**src/rtl/fsb_pkg.sv**
```systemverilog
package fsb_pkg;
  typedef enum logic [1:0] {
    TGT_RAM = 2'd0,
    TGT_ROM = 2'd1,
    TGT_PER = 2'd2
  } tgt_e;

  localparam int NUM_TGT = 3;
endpackage

```
**src/rtl/fsb_strobe_track.sv**
```systemverilog
// Captures the strobe on the falling edge and ORs it with the live strobe,
// giving a flag that is settled by the following rising edge.
module fsb_strobe_track (
  input  logic clk,
  input  logic rst,
  input  logic as_n,
  output logic bus_act
);
  logic as_fall_q;

  always_ff @(negedge clk) begin
    if (rst) as_fall_q <= 1'b0;
    else     as_fall_q <= ~as_n;
  end

  assign bus_act = ~as_n | as_fall_q;
endmodule

```
**src/rtl/fsb_addr_decode.sv**
```systemverilog
// Maps the address to a target (ROM has priority over the peripheral range)
// and picks that target's ready out of the ready vector.
module fsb_addr_decode
  import fsb_pkg::*;
#(
  parameter int          AW       = 24,
  parameter logic [AW-1:0] ROM_BASE = 24'h400000,
  parameter logic [AW-1:0] ROM_MASK = 24'hF00000,
  parameter logic [AW-1:0] PER_BASE = 24'hE00000,
  parameter logic [AW-1:0] PER_MASK = 24'hE00000
) (
  input  logic [AW-1:0]      addr,
  input  logic [NUM_TGT-1:0] rdy_vec,
  output tgt_e               tgt,
  output logic               rdy_sel
);
  logic hit_rom, hit_per;

  assign hit_rom = (addr & ROM_MASK) == ROM_BASE;
  assign hit_per = (addr & PER_MASK) == PER_BASE;

  always_comb begin
    if (hit_rom)      tgt = TGT_ROM;
    else if (hit_per) tgt = TGT_PER;
    else              tgt = TGT_RAM;
  end

  logic [NUM_TGT-1:0] rdy_gated;
  for (genvar i = 0; i < NUM_TGT; i++) begin : g_rdy
    assign rdy_gated[i] = rdy_vec[i] & (tgt == tgt_e'(i));
  end

  assign rdy_sel = |rdy_gated;
endmodule

```
**src/rtl/fsb_ack_gen.sv**
```systemverilog
// Latches which acknowledge line to drive at the first ready rising edge
// and holds it until bus-active is seen low at a rising edge.
module fsb_ack_gen
  import fsb_pkg::*;
(
  input  logic clk,
  input  logic rst,
  input  logic as_n,
  input  logic bus_act,
  input  tgt_e tgt,
  input  logic rdy_sel,
  output logic dtack_n,
  output logic vpa_n
);
  logic ack_dtk_q, ack_vpa_q;

  always_ff @(posedge clk) begin
    if (rst || !bus_act) begin
      ack_dtk_q <= 1'b0;
      ack_vpa_q <= 1'b0;
    end else if (!ack_dtk_q && !ack_vpa_q && rdy_sel) begin
      ack_vpa_q <= (tgt == TGT_PER);
      ack_dtk_q <= (tgt != TGT_PER);
    end
  end

  assign dtack_n = ~(ack_dtk_q & bus_act);
  assign vpa_n   = ~(ack_vpa_q & bus_act & ~as_n);
endmodule

```
**src/rtl/fsb_cycle_term.sv**
```systemverilog
module fsb_cycle_term
  import fsb_pkg::*;
#(
  parameter int            AW       = 24,
  parameter logic [AW-1:0] ROM_BASE = 24'h400000,
  parameter logic [AW-1:0] ROM_MASK = 24'hF00000,
  parameter logic [AW-1:0] PER_BASE = 24'hE00000,
  parameter logic [AW-1:0] PER_MASK = 24'hE00000
) (
  input  logic          clk,
  input  logic          rst,
  input  logic          as_n,
  input  logic [AW-1:0] addr,
  input  logic          rdy_ram,
  input  logic          rdy_rom,
  input  logic          rdy_per,
  output logic          bus_act,
  output logic          romcs_n,
  output logic          dtack_n,
  output logic          vpa_n
);
  tgt_e               tgt;
  logic               rdy_sel;
  logic [NUM_TGT-1:0] rdy_vec;

  always_comb begin
    rdy_vec          = '0;
    rdy_vec[TGT_RAM] = rdy_ram;
    rdy_vec[TGT_ROM] = rdy_rom;
    rdy_vec[TGT_PER] = rdy_per;
  end

  fsb_strobe_track u_strobe (
    .clk     (clk),
    .rst     (rst),
    .as_n    (as_n),
    .bus_act (bus_act)
  );

  fsb_addr_decode #(
    .AW       (AW),
    .ROM_BASE (ROM_BASE),
    .ROM_MASK (ROM_MASK),
    .PER_BASE (PER_BASE),
    .PER_MASK (PER_MASK)
  ) u_dec (
    .addr    (addr),
    .rdy_vec (rdy_vec),
    .tgt     (tgt),
    .rdy_sel (rdy_sel)
  );

  fsb_ack_gen u_ack (
    .clk     (clk),
    .rst     (rst),
    .as_n    (as_n),
    .bus_act (bus_act),
    .tgt     (tgt),
    .rdy_sel (rdy_sel),
    .dtack_n (dtack_n),
    .vpa_n   (vpa_n)
  );

  assign romcs_n = ~(bus_act & (tgt == TGT_ROM));
endmodule

```
**config.mk**
```make
export PLATFORM = sky130hd
export DESIGN_NAME = fsb_cycle_term
export DESIGN_NICKNAME = d
export VERILOG_FILES = /design/src/rtl/fsb_pkg.sv /design/src/rtl/fsb_strobe_track.sv /design/src/rtl/fsb_addr_decode.sv /design/src/rtl/fsb_ack_gen.sv /design/src/rtl/fsb_cycle_term.sv
export SDC_FILE = /design/constraint.sdc
export NUM_CORES = 1
export LEC_CHECK = 0
export BUFFER_PORTS_ARGS = -buffer_cell sky130_fd_sc_hd__buf_4
export CAP_MARGIN = 20
export CORE_AREA = 2 2 39 41
export DETAILED_ROUTE_END_ITERATION = 7
export DIE_AREA = 0 0 41 43
export PLACE_DENSITY_LB_ADDON = 0.12
export SLEW_MARGIN = 20
export SYNTH_ARGS = -nofsm -noshare
export SYNTH_HDL_FRONTEND = slang
export SYNTH_SLANG_ARGS = --single-unit
```
**constraint.sdc**
```tcl
create_clock -name clk -period 2.3 [get_ports clk]
set_input_delay 0.345 -clock clk [delete_from_list [all_inputs] [get_ports clk]]
set_output_delay 0.345 -clock clk [all_outputs]
set_load 0.05 [all_outputs]
```
* Word level (Yosys, flattened, before mapping) *
Cells that the tools add are included.

cells by class
  equal/unequal tests = 5
  mux-type cells = 2
  bitwise operators = 12
  reduce and logical (&&, ||, !) cells = 8

operator list
  kind                                                                   count
  1-bit AND                                                              7
  4-bit by 3-bit equality test with 1-bit output, second input constant  1
  2-bit two-way mux                                                      2
  1-bit NOT                                                              4
  3-bit equality test, second input constant                             1
  1-bit zero test                                                        3
  3-bit OR reduction                                                     1
  2-bit by 1-bit equality test with 1-bit output, second input constant  1
  2-bit equality test, second input constant                             1
  1-bit logical AND                                                      2
  2-bit zero test                                                        1
  2-bit inequality test, second input constant                           1
  1-bit logical OR                                                       1
  1-bit bitwise OR                                                       1

storage, ports and cells
  register bits = 3
  word-level logic and storage cells = 30

* Longest topological paths before layout *
  depth after elaboration = 7
  depth in mapped cells = 4

* Cells and area by module *
A second synthesis with hierarchy kept.

second synthesis, totals
  cell total of the unflattened synthesis = 21
  area total of the unflattened synthesis = 195.2 um2

modules (own cells, without submodules)
  module            instances  cells each  area an instance (um2)  seq. area each (um2)
  fsb_ack_gen       1          11          98.8                    40.0
  fsb_addr_decode   1          5           55.1                    0.0
  fsb_strobe_track  1          4           33.8                    20.0
  fsb_cycle_term    1          1           7.5                     0.0

==> summary.md <==
| Metric | Value |
|---|---|
| Hold path start | `rst` |
| Critical-path maximum fanout | `4` |
| R2r startpoint | `u_strobe.as_fall_q$_SDFF_NP0_` |
| Total power | `0.199 mW` |
| Vias/cell | `3.91` |
| Synthesized instance count | `24` |
| Root Driver | `clkbuf_4` |
| HPWL after detailed placement | `384 µm` |
| Placer Congestion | `0.731` |
| Worst Path Arrival | `2.12 ns` |
| PnR worst setup slack | `-0.163 ns` |
| DR pass1 iterations | `2` |
| I/O Buffers | `13` |
| Die Area | `1760 µm²` |
| CP max-delay cell | `dfxtp_1` |
| Gr usage total | `7.62%` |
| Status | `finished, violations left` |
| H-Tree Level Count | `1` |
| Post-synthesis cell type count | `15` |
| Clk slew on worst S/H paths | `0.03 ns` |
| DRC Markers | `0` |
| Synth warnings | `0` |
| Chip Height | `43 µm` |
| Pwr Density | `550 nW/µm²` |
| Antenna violations before repair | `0` |
| FF-to-FF setup slack | `0.15 ns` |
| # setup viols final | `3` |
| FF+latch count, synth | `3` |
| Relative slew margins | `71.5%` |
| Simple-gate share of the synthesized area | `38.2%` |
| Failing checks | `setup timing` |
| Routed wire per std cell | `8.21 µm` |
| Longest Clk Path Bufs | `2` |
| Post-synthesis mux area share | `0%` |
| Synth Area in Compound Gates | `22.2%` |
| Worst-Margin Slew | `0.424 ns` |
| Final core occ | `26.2%` |
| Critical Path Source Type | `flop` |
| Clock sinks | `3` |
| I/O Pins | `34` |
| Seq/Total Area, Yosys | `33.3%` |
| Net count after synthesis | `54` |
| Mapped cell area | `180 µm²` |
| Worst Path Required | `1.96 ns` |
| GRT Residual Overflow | `0` |
| Fin. max-slew vios | `0` |
| CTS tree | `done` |
| Crit path largest cell delay | `0.30 ns` |
| Row count | `14` |
| Hold Violations, Final | `0` |
| Routed via count | `223` |
| Layout cells sized above 1 | `51.2%` |
| Core area | `1380 µm²` |
| Critical R2R Capture | `u_ack.ack_dtk_q$_SDFFE_PP0P_` |
| Largest net degree at the start of global routing | `7` |
| Worst Setup End Kind | `primary output` |
| Largest family of logic cells by synthesized area | `simple AND/OR/NAND/NOR gates` |
| Vias in the first global route | `219` |
| Most frequent cells in the layout | `11 x buf_4, 3 x inv_1, 3 x clkbuf_4, 3 x dfxtp_1` |
| Post-Synth Adder-Cell Area | `0%` |
| CTS buffer count | `3` |
| DRT iter0 DRCs | `5` |
| Mean Syn Cell Area | `7.51 µm²` |
| Antenna Cells | `0` |
| Max cap viols | `0` |
| Commonest non-fill, non-tap cell in the layout | `buf_4` |
| Hold depth | `3` |
| First-pass GRT wire length | `855 µm` |
| CP cell instances | `nand2b_4 > nand3_4 > buf_6` |
| Post-CTS setup buffers | `0` |
| Die W | `41 µm` |
| Clock Latency Late Sink | `0.28 ns` |
| Post-Route WL | `468 µm` |
| Critical setup path kind | `flop to primary output` |
| Layout area overhead | `101%` |
| Leak Pwr | `0.155 nW` |
| Hold Crit Class | `input port to flop` |
| Final #Nets | `72` |
| Worst r2r path cells | `4` |
| Hold endpoint | `u_ack.ack_vpa_q$_SDFFE_PP0P_` |
| Post-Synth XOR/XNOR Area | `0%` |
| RSZ-0062 raised after global routing | `true` |
| Initial Util | `13.0%` |
| Setup Skew | `0.0576 ns` |
| VDD IR-drop max | `0.175 mV` |
| Routed Antenna Nets | `0` |
## cell families after synthesis
logic type / after synthesis
buffers and inverters: 3
AND/OR/NAND/NOR: 11
flip-flops: 3
AO/OA/AOI/OAI: 7
## report_power, final
part / total [mW] / internal, mW / switching (mW)
clock network: 0.0962 / 0.0673 / 0.0289
logic: 0.0463 / 0.0225 / 0.0239
registers: 0.0569 / 0.0548 / 0.00216
## flip-flops by register name, indices dropped and copies added, names as in the netlist
register,flops
u_ack.ack_dtk_q,1
u_ack.ack_vpa_q,1
u_strobe.as_fall_q,1
## worst max-delay path by stage
stage,start,endpoint
2_1_floorplan,u_strobe.as_fall_q$_SDFF_NP0_,romcs_n
3_3_place_gp,u_strobe.as_fall_q$_SDFF_NP0_,romcs_n
3_5_place_dp,u_strobe.as_fall_q$_SDFF_NP0_,romcs_n
4_1_cts,u_strobe.as_fall_q$_SDFF_NP0_,romcs_n
5_1_grt,u_strobe.as_fall_q$_SDFF_NP0_,romcs_n
6_report,u_strobe.as_fall_q$_SDFF_NP0_,romcs_n
## final cells by class
| cell class | count | area [µm²] |
|---|---|---|
| fill | 153 | 1020 |
| multi-input combinational | 18 | 136 |
| timing repair buffer | 13 | 109 |
| sequential | 3 | 60.1 |
| clock buffer | 4 | 26.3 |
| tap | 16 | 20.0 |
| inverter | 2 | 7.51 |
| clock inverter | 1 | 3.75 |
## metal layers
layer	GRT usage, %	up-vias	wire, µm
met4	6.67	0	0
met5	0	-	0
met1	9.58	92	218
met2	8.13	11	201
li1	-	120	-
met3	5.24	0	48
## Yosys cell counts
master,instances,share of area (%)
a21oi_1,1,2.8
a31oi_1,2,6.9
and3_2,1,4.2
dfxtp_1,3,33
inv_1,3,6.2
nand2_1,1,2.1
nand2b_1,2,6.9
nand3_1,2,5.6
nor2_1,1,2.1
nor2b_1,1,3.5
nor3_1,2,5.6
nor4b_2,1,8.3
o21a_1,1,4.2
o21ai_0,2,5.6
o21ai_1,1,2.8
## timing repair
item	4_1_cts	5_1_grt
pin swaps	0	0
endpoints found under the setup margin	3	3
hold buffers	0	0
gates resized for setup	3	0
## worst max-delay path, delay by kind of cell (launching register included)
family,cells,cell delay [ns]
buf+inv,1,0.17
flops,1,0.30
simple gates,2,0.21
## per-stage QoR
stage	setup slack (ns)	cell area [µm²]	hold WS, ns	setup TNS [ns]	cells
floorplan	0.0770	208	0.464	0	24
CTS	-0.183	363	0.374	-0.493	57
global route	-0.221	363	0.386	-0.582	57
finish	-0.163	363	0.384	-0.432	57
detailed placement	0.0966	325	0.494	0	53
global placement	0.0981	325	0.511	0	53
No activity file was read; power rests on OpenSTA's default activity.
